### src/rtl/wq_pkg.sv
package wq_pkg;

  typedef enum logic [1:0] {
    TGT_NONE  = 2'd0,
    TGT_VRAM  = 2'd1,
    TGT_CRAM  = 2'd2,
    TGT_VSRAM = 2'd3
  } tgt_e;

  localparam logic [3:0] CODE_VRAM  = 4'd1;
  localparam logic [3:0] CODE_CRAM  = 4'd3;
  localparam logic [3:0] CODE_VSRAM = 4'd5;

  localparam int SCROLL_IDX_W = 6;

  typedef struct packed {
    logic pop;
    logic markPartial;
    logic incAddr;
    logic wrHigh;
    logic wrLow;
    logic wrWord;
    logic startFill;
    logic unused;
    tgt_e target;
  } drainStrobe_t;

endpackage

### src/rtl/wq_ctrl.sv
module wq_ctrl
  import wq_pkg::*;
#(
  parameter int SCROLL_WORDS = 40
) (
  input  logic                    clk,
  input  logic                    rstN,
  input  logic                    slotGrant,
  input  logic                    headReady,
  input  logic                    headPartial,
  input  logic [3:0]              cmdCode,
  input  logic                    dmaEnable,
  input  logic                    dmaReq,
  input  logic [SCROLL_IDX_W-1:0] scrollIdx,
  output drainStrobe_t            strobe
);

  localparam logic [SCROLL_IDX_W:0] SCROLL_LIMIT = (SCROLL_IDX_W+1)'(SCROLL_WORDS);

  logic scrollInRange;
  assign scrollInRange = {1'b0, scrollIdx} < SCROLL_LIMIT;

  always_comb begin
    strobe.pop         = 1'b0;
    strobe.markPartial = 1'b0;
    strobe.incAddr     = 1'b0;
    strobe.wrHigh      = 1'b0;
    strobe.wrLow       = 1'b0;
    strobe.wrWord      = 1'b0;
    strobe.startFill   = 1'b0;
    strobe.unused      = 1'b0;
    strobe.target      = TGT_NONE;
    if (slotGrant) begin
      if (!headReady) begin
        strobe.unused = 1'b1;
      end else if (dmaEnable && dmaReq) begin
        strobe.startFill = 1'b1;
        strobe.pop       = 1'b1;
      end else begin
        unique case (cmdCode)
          CODE_VRAM: begin
            strobe.target = TGT_VRAM;
            if (headPartial) begin
              strobe.wrLow   = 1'b1;
              strobe.pop     = 1'b1;
              strobe.incAddr = 1'b1;
            end else begin
              strobe.wrHigh      = 1'b1;
              strobe.markPartial = 1'b1;
            end
          end
          CODE_CRAM: begin
            strobe.target  = TGT_CRAM;
            strobe.wrWord  = 1'b1;
            strobe.pop     = 1'b1;
            strobe.incAddr = 1'b1;
          end
          CODE_VSRAM: begin
            strobe.target  = TGT_VSRAM;
            strobe.wrWord  = scrollInRange;
            strobe.pop     = 1'b1;
            strobe.incAddr = 1'b1;
          end
          default: begin
            strobe.pop     = 1'b1;
            strobe.incAddr = 1'b1;
          end
        endcase
      end
    end
  end

  // at most one kind of slot action per cycle
  p_one_action_r3: assert property (@(posedge clk) disable iff (!rstN)
    $onehot0({strobe.unused, strobe.wrHigh, strobe.wrLow, strobe.wrWord, strobe.startFill}));

  // a granted slot with nothing eligible is reported unused
  p_unused_slot_r3: assert property (@(posedge clk) disable iff (!rstN)
    slotGrant && !headReady |-> strobe.unused && !strobe.pop);

  // a fill hand-off never moves the address
  p_fill_no_inc_r8: assert property (@(posedge clk) disable iff (!rstN)
    strobe.startFill |-> !strobe.incAddr && !strobe.wrWord);

  // no grant, no action
  p_idle_r11: assert property (@(posedge clk) disable iff (!rstN)
    !slotGrant |-> !strobe.pop && !strobe.unused && !strobe.markPartial);

endmodule

### src/rtl/wq_datapath.sv
module wq_datapath
  import wq_pkg::*;
#(
  parameter int DEPTH  = 4,
  parameter int DATA_W = 16,
  parameter int CYC_W  = 16,
  parameter int ADDR_W = 16,
  parameter int INC_W  = 8
) (
  input  logic              clk,
  input  logic              rstN,
  input  logic [CYC_W-1:0]  curCycle,
  input  logic              pushValid,
  input  logic [DATA_W-1:0] pushData,
  input  logic [CYC_W-1:0]  pushEligible,
  output logic              pushStall,
  output logic              queueFull,
  input  logic              addrLoad,
  input  logic [ADDR_W-1:0] addrValue,
  input  logic [INC_W-1:0]  autoInc,
  input  drainStrobe_t      strobe,
  output logic              headReady,
  output logic              headPartial,
  output logic [ADDR_W-1:0] addr,
  output logic              memWe,
  output logic [1:0]        memTarget,
  output logic              memByte,
  output logic [ADDR_W-1:0] memAddr,
  output logic [DATA_W-1:0] memData,
  output logic [DATA_W-1:0] fillValue
);

  localparam int CNT_W  = $clog2(DEPTH + 1);
  localparam int IDX_W  = (DEPTH > 1) ? $clog2(DEPTH) : 1;
  localparam int BYTE_W = DATA_W / 2;
  localparam logic [CNT_W-1:0] FULL_COUNT = CNT_W'(DEPTH);

  logic [DATA_W-1:0] slotData  [DEPTH];
  logic [CYC_W-1:0]  slotCycle [DEPTH];
  logic [DEPTH-1:0]  slotPartial;
  logic [DATA_W-1:0] shData    [DEPTH];
  logic [CYC_W-1:0]  shCycle   [DEPTH];
  logic [DEPTH-1:0]  shPartial;
  logic [CNT_W-1:0]  count;
  logic [CNT_W-1:0]  countNext;
  logic [IDX_W-1:0]  wrIdx;
  logic              pushAccept;

  // shift sources: each slot takes its younger neighbour on a retirement
  for (genvar i = 0; i < DEPTH; i++) begin : g_shift
    if (i < DEPTH - 1) begin : g_mid
      assign shData[i]    = slotData[i+1];
      assign shCycle[i]   = slotCycle[i+1];
      assign shPartial[i] = slotPartial[i+1];
    end else begin : g_last
      assign shData[i]    = '0;
      assign shCycle[i]   = '0;
      assign shPartial[i] = 1'b0;
    end
  end

  assign queueFull  = (count == FULL_COUNT);
  assign pushStall  = pushValid && queueFull;
  assign pushAccept = pushValid && !queueFull;
  assign wrIdx      = IDX_W'(strobe.pop ? count - CNT_W'(1) : count);
  assign countNext  = CNT_W'(count + CNT_W'(pushAccept) - CNT_W'(strobe.pop));

  assign headReady   = (count != '0) && (slotCycle[0] <= curCycle);
  assign headPartial = slotPartial[0];

  always_ff @(posedge clk) begin
    if (!rstN) begin
      for (int i = 0; i < DEPTH; i++) begin
        slotData[i]  <= '0;
        slotCycle[i] <= '0;
      end
      slotPartial <= '0;
      count       <= '0;
    end else begin
      if (strobe.pop) begin
        for (int i = 0; i < DEPTH; i++) begin
          slotData[i]  <= shData[i];
          slotCycle[i] <= shCycle[i];
        end
        slotPartial <= shPartial;
      end else if (strobe.markPartial) begin
        slotPartial[0] <= 1'b1;
      end
      if (pushAccept) begin
        slotData[wrIdx]    <= pushData;
        slotCycle[wrIdx]   <= pushEligible;
        slotPartial[wrIdx] <= 1'b0;
      end
      count <= countNext;
    end
  end

  always_ff @(posedge clk) begin
    if (!rstN) begin
      addr <= '0;
    end else if (addrLoad) begin
      addr <= addrValue;
    end else if (strobe.incAddr) begin
      addr <= ADDR_W'(addr + ADDR_W'(autoInc));
    end
  end

  // memory write port
  assign memWe     = strobe.wrHigh || strobe.wrLow || strobe.wrWord;
  assign memTarget = memWe ? strobe.target : TGT_NONE;
  assign memByte   = strobe.wrHigh || strobe.wrLow;
  assign memAddr   = strobe.wrLow ? (addr ^ ADDR_W'(1)) : addr;
  always_comb begin
    if (strobe.wrHigh)     memData = DATA_W'(slotData[0][DATA_W-1:BYTE_W]);
    else if (strobe.wrLow) memData = DATA_W'(slotData[0][BYTE_W-1:0]);
    else                   memData = slotData[0];
  end
  assign fillValue = slotData[0];

  // occupancy never exceeds the depth
  p_no_overflow_r2: assert property (@(posedge clk) disable iff (!rstN)
    count <= FULL_COUNT);

  // a refused push leaves the occupancy alone
  p_stall_hold_r2: assert property (@(posedge clk) disable iff (!rstN)
    pushStall && !strobe.pop |=> queueFull);

  // an entry is retired only when it was eligible
  p_pop_ready_r3: assert property (@(posedge clk) disable iff (!rstN)
    strobe.pop |-> headReady);

  // the first pattern byte leaves the entry marked as half done
  p_partial_set_r4: assert property (@(posedge clk) disable iff (!rstN)
    strobe.markPartial |=> headPartial && headReady);

  // the address holds across a fill hand-off
  p_fill_addr_r8: assert property (@(posedge clk) disable iff (!rstN)
    strobe.startFill && !addrLoad |=> $stable(addr));

endmodule

### src/rtl/wq_drain.sv
module wq_drain
  import wq_pkg::*;
#(
  parameter int DEPTH        = 4,
  parameter int DATA_W       = 16,
  parameter int CYC_W        = 16,
  parameter int ADDR_W       = 16,
  parameter int INC_W        = 8,
  parameter int SCROLL_WORDS = 40
) (
  input  logic              clk,
  input  logic              rstN,
  input  logic [CYC_W-1:0]  curCycle,
  input  logic              pushValid,
  input  logic [DATA_W-1:0] pushData,
  input  logic [CYC_W-1:0]  pushEligible,
  output logic              pushStall,
  output logic              queueFull,
  input  logic              addrLoad,
  input  logic [ADDR_W-1:0] addrValue,
  input  logic [INC_W-1:0]  autoInc,
  input  logic [3:0]        cmdCode,
  input  logic              dmaReq,
  input  logic              dmaEnable,
  input  logic              slotGrant,
  output logic              memWe,
  output logic [1:0]        memTarget,
  output logic              memByte,
  output logic [ADDR_W-1:0] memAddr,
  output logic [DATA_W-1:0] memData,
  output logic              fillStart,
  output logic [DATA_W-1:0] fillValue,
  output logic              unusedSlot,
  output logic [ADDR_W-1:0] curAddr
);

  drainStrobe_t            strobe;
  logic                    headReady;
  logic                    headPartial;
  logic [SCROLL_IDX_W-1:0] scrollIdx;

  assign scrollIdx  = curAddr[SCROLL_IDX_W:1];
  assign fillStart  = strobe.startFill;
  assign unusedSlot = strobe.unused;

  wq_ctrl #(
    .SCROLL_WORDS(SCROLL_WORDS)
  ) uCtrl (
    .clk        (clk),
    .rstN       (rstN),
    .slotGrant  (slotGrant),
    .headReady  (headReady),
    .headPartial(headPartial),
    .cmdCode    (cmdCode),
    .dmaEnable  (dmaEnable),
    .dmaReq     (dmaReq),
    .scrollIdx  (scrollIdx),
    .strobe     (strobe)
  );

  wq_datapath #(
    .DEPTH (DEPTH),
    .DATA_W(DATA_W),
    .CYC_W (CYC_W),
    .ADDR_W(ADDR_W),
    .INC_W (INC_W)
  ) uPath (
    .clk         (clk),
    .rstN        (rstN),
    .curCycle    (curCycle),
    .pushValid   (pushValid),
    .pushData    (pushData),
    .pushEligible(pushEligible),
    .pushStall   (pushStall),
    .queueFull   (queueFull),
    .addrLoad    (addrLoad),
    .addrValue   (addrValue),
    .autoInc     (autoInc),
    .strobe      (strobe),
    .headReady   (headReady),
    .headPartial (headPartial),
    .addr        (curAddr),
    .memWe       (memWe),
    .memTarget   (memTarget),
    .memByte     (memByte),
    .memAddr     (memAddr),
    .memData     (memData),
    .fillValue   (fillValue)
  );

  // a fill hand-off and a memory write never share a slot
  p_fill_excl_r8: assert property (@(posedge clk) disable iff (!rstN)
    !(memWe && fillStart));

  // scroll writes only land inside the populated range
  p_scroll_range_r6: assert property (@(posedge clk) disable iff (!rstN)
    memWe && memTarget == 2'd3 |-> int'(scrollIdx) < SCROLL_WORDS);

  // the target field is quiet without a write
  p_target_quiet_r12: assert property (@(posedge clk) disable iff (!rstN)
    !memWe |-> memTarget == 2'd0);

endmodule

### config.mk
export PLATFORM = sky130hd
export DESIGN_NAME = wq_drain
export DESIGN_NICKNAME = d
export VERILOG_FILES = /design/src/rtl/wq_pkg.sv /design/src/rtl/wq_ctrl.sv /design/src/rtl/wq_datapath.sv /design/src/rtl/wq_drain.sv
export SDC_FILE = /design/constraint.sdc
export NUM_CORES = 1
export LEC_CHECK = 0
export CORE_MARGIN = 1
export CORE_UTILIZATION = 49
export DETAILED_ROUTE_END_ITERATION = 10
export GPL_ROUTABILITY_DRIVEN = 0
export PLACE_DENSITY = 0.77
export SKIP_CTS_REPAIR_TIMING = 1
export SLEW_MARGIN = 20
export SYNTH_ARGS = -nofsm -noshare
export SYNTH_HDL_FRONTEND = slang
export SYNTH_SLANG_ARGS = --single-unit
### constraint.sdc
create_clock -name clk -period 11.21 [get_ports clk]
set_input_delay 1.121 -clock clk [delete_from_list [all_inputs] [get_ports clk]]
set_output_delay 1.121 -clock clk [all_outputs]
set_load 0.01 [all_outputs]
==> impl_results.md <==
* Crit Path Max Fanout at 10
* Port Buffer Count at 154
* Nets at 847
* Reg area at 4300 um2
* Iteration count of the initial detailed-routing pass at 5
* Syn nets at 722
* Die area at 16700 um2
* CTS tree: yes
* Fillers at 1207
* Critical Path Start Type: primary input
* Final Cell Area at 10100 um2
* Yosys top cell area share at 0.484
* Lkg Pwr at 0.00380 uW
* CTS sink count at 151
* DP HPWL at 12.3 mm
* First-pass GRT wire length at 28.5 mm
* Maximum vdd drop at 0.123 mV
* CTS Root Cell: clkbuf_16
* Cells after Synth at 610
* Top post-synthesis cells by count: edfxtp_1, a22o_1, inv_1, nor3b_2, ha_1
* Die Span Y at 129 um
* Crit-path cells: clkdlybuf4s50_1, inv_1, ha_1, a21oi_1, o21ai_1, a211oi_1, nand4bb_1, a2111oi_4, nand2_2, xnor2_1, clkdlybuf4s50_1
* Antenna diodes at 0
* Core region area at 15900 um2
* Slew at the pin closest to its max-slew limit at 1160 ps
* CP Class: in -> out
* Most frequent cell on the critical path: clkdlybuf4s50_1
* Count of pins over their slew limit at 0
* Vias in the first global route at 5640
* Max Cap Violations at 0
* Area after DPL at 9440 um2
* # H-tree levels at 4
* Routed vias/inst at 5.78
* Drt wl/cell at 18.7 um
* Clk_skew at 12.0 ps
* Worst-path clk slew at 60 ps
* R2R setup slack at 7030 ps
* Slew headroom at 0.229
* Hold path depth at 1
* Initial antenna violation count at 0
* Seq/Total Area, Yosys at 0.542
* Status: finished, final reports clean
* Final setup fails at 0
* Tmin final at 5620 ps
* PwrDens at 223 nW/um2
* Max Root-Sink Buffers at 2
* Netlist cell types at 65
* Asr flop ratio synth at 0
* All-layer global routing usage at 0.223
* Top cells by area, synth: edfxtp_1, a22o_1, dfxtp_1
* Buf/Inv on CP at 3
* DRT iter0 DRCs at 281
* RSZ-0062 raised after global routing: no
* RR Endpoint: uPath.slotCycle[2][7]
* Place WS at 5560 ps
* CP Depth at 11
* Flop and latch count out of synthesis at 151
* Initial Util at 0.500
* Crit share post-route at 0.502
* Setup TNS Final at 0 ps
* Slowest-stage cell, CP: a2111oi_4
* Clock Latency Late Sink at 410 ps
* Worst EP arrival at 4500 ps
* Largest net degree at the start of global routing at 36
* Layout area overhead at 27.0%
* Worst-case reg-to-reg path depth at 13
* Die X at 129 um
* FP Rows at 46
* Worst hold path endpoint: uPath.slotPartial[3]
* Avg Inst Size Synth at 13.0 um2
* Required time worst endpoint at 10090 ps
* Area leader, netlist: edfxtp_1
* Final Util at 0.635
* RR Startpoint: uPath.count[1]
* DRC at 0
* Final ANT Viol Nets at 0
* Final hold vios at 0
* Yosys warns at 0
* Ys flop type: edfxtp_1
* CP peak stage delay at 710 ps
* Number of enable flip-flop cells after synthesis at 128
* Worst min-delay path category: reg -> reg
* Syn Std Cell Area at 7950 um2
* Final WS setup at 5590 ps
* Cell family with most CP delay: compound AO/OA/AOI/OAI gates
* Num ports at 155
* Final wirelength at 18.1 mm
* Multi-input logic area at 3160 um2
* Layout cell share with drive strength beyond 1 at 0.139
* Vias at 5569
* Count leader, synth: edfxtp_1
* CP endpoint kind: primary output
* GRT overflow at 0
* Peak Freq at 0.178 GHz
* Cts bufs inserted at 17
* Hold Startpoint: uPath.slotPartial[3]
==> cells by family after synthesis <==
logic type | Yosys count | share of synthesized area
adders and majority gates | 29 | 0.0476
buffers and inverters | 88 | 0.0639
muxes | 11 | 0.0154
xor gates and xnor gates | 7 | 0.00772
AOI/OAI and AO/OA | 180 | 0.191
DFF | 151 | 0.542
and+or+nand+nor | 144 | 0.133
==> worst register-to-register path, cell delays in order (launching register included) <==
cell,delay (ps)
dfxtp_1,480
inv_1,220
ha_1,260
nor2b_1,160
a211oi_1,320
nand4b_1,210
a21oi_2,480
ha_1,310
inv_1,90
nor2_1,360
nand2_1,130
nor2_1,130
mux2_2,630
a22o_1,260
==> layout make-up <==
type,instances,share of cell area
well taps,216,0.0268
clock buffers,18,0.0425
multi-input cells,371,0.313
inverters,33,0.0123
repair buffers,161,0.159
clock inverters,14,0.0195
flip-flops and latches,151,0.427
==> state kept, by name, indices dropped and copies added, names as in the netlist <==
| name | count |
|---|---|
| uPath.addr | 16 |
| uPath.slotPartial | 4 |
| uPath.slotData | 64 |
| uPath.slotCycle | 64 |
| uPath.count | 3 |
==> how the worst max path moves through the flow <==
stage	from	to	slack, ps
global placement	curCycle[5]	memAddr[0]	5690
CTS	curCycle[5]	memAddr[0]	5550
global route	curCycle[7]	memAddr[0]	5340
detailed placement	curCycle[5]	memAddr[0]	5560
floorplan	curCycle[14]	uPath.slotCycle[1][0]	5550
finish	curCycle[5]	memAddr[0]	5590
==> metal layers <==
layer  track usage  vias up  wire length (um)
met5             0        -                 0
met4        0.0747        0               266
met3        0.0471       23              1020
met2         0.392      185              9490
met1         0.273     2749              7300
li1              -     2612                 -
==> report_power, final <==
| group | total (uW) | internal [uW] | switching [uW] |
|---|---|---|---|
| logic | 732 | 323 | 409 |
| registers | 922 | 844 | 77.9 |
| clock network | 599 | 374 | 225 |
==> through the flow <==
| step | hold slack (ps) | instances | power [uW] |
|---|---|---|---|
| CTS | 482 | 963 | 2260 |
| global route | 499 | 964 | 2370 |
| floorplan | 447 | 610 | 1390 |
| detailed placement | 462 | 931 | 1650 |
| global placement | 465 | 931 | 1620 |
| finish | 478 | 964 | 2250 |
==> cell usage in the layout, fill, tap and decap left out, types with 5 or more instances in the layout <==
| cell type | count |
|---|---|
| xnor2_1 | 5 |
| edfxtp_1 | 128 |
| a21boi_0 | 7 |
| clkbuf_16 | 17 |
| nor2_1 | 12 |
| o311a_1 | 7 |
| and2_1 | 6 |
| and2b_1 | 8 |
| nand2b_1 | 11 |
| ha_1 | 27 |
| and3_1 | 14 |
| mux2_2 | 10 |
| a22o_1 | 96 |
| nor3b_2 | 31 |
| clkdlybuf4s50_1 | 154 |
| nand2_1 | 22 |
| inv_1 | 32 |
| nand4_1 | 6 |
| o21ai_0 | 12 |
| buf_4 | 6 |
| nor2b_1 | 6 |
| a211oi_1 | 7 |
| a21oi_1 | 14 |
| dfxtp_1 | 23 |
Power figures use the tool's default switching activity.
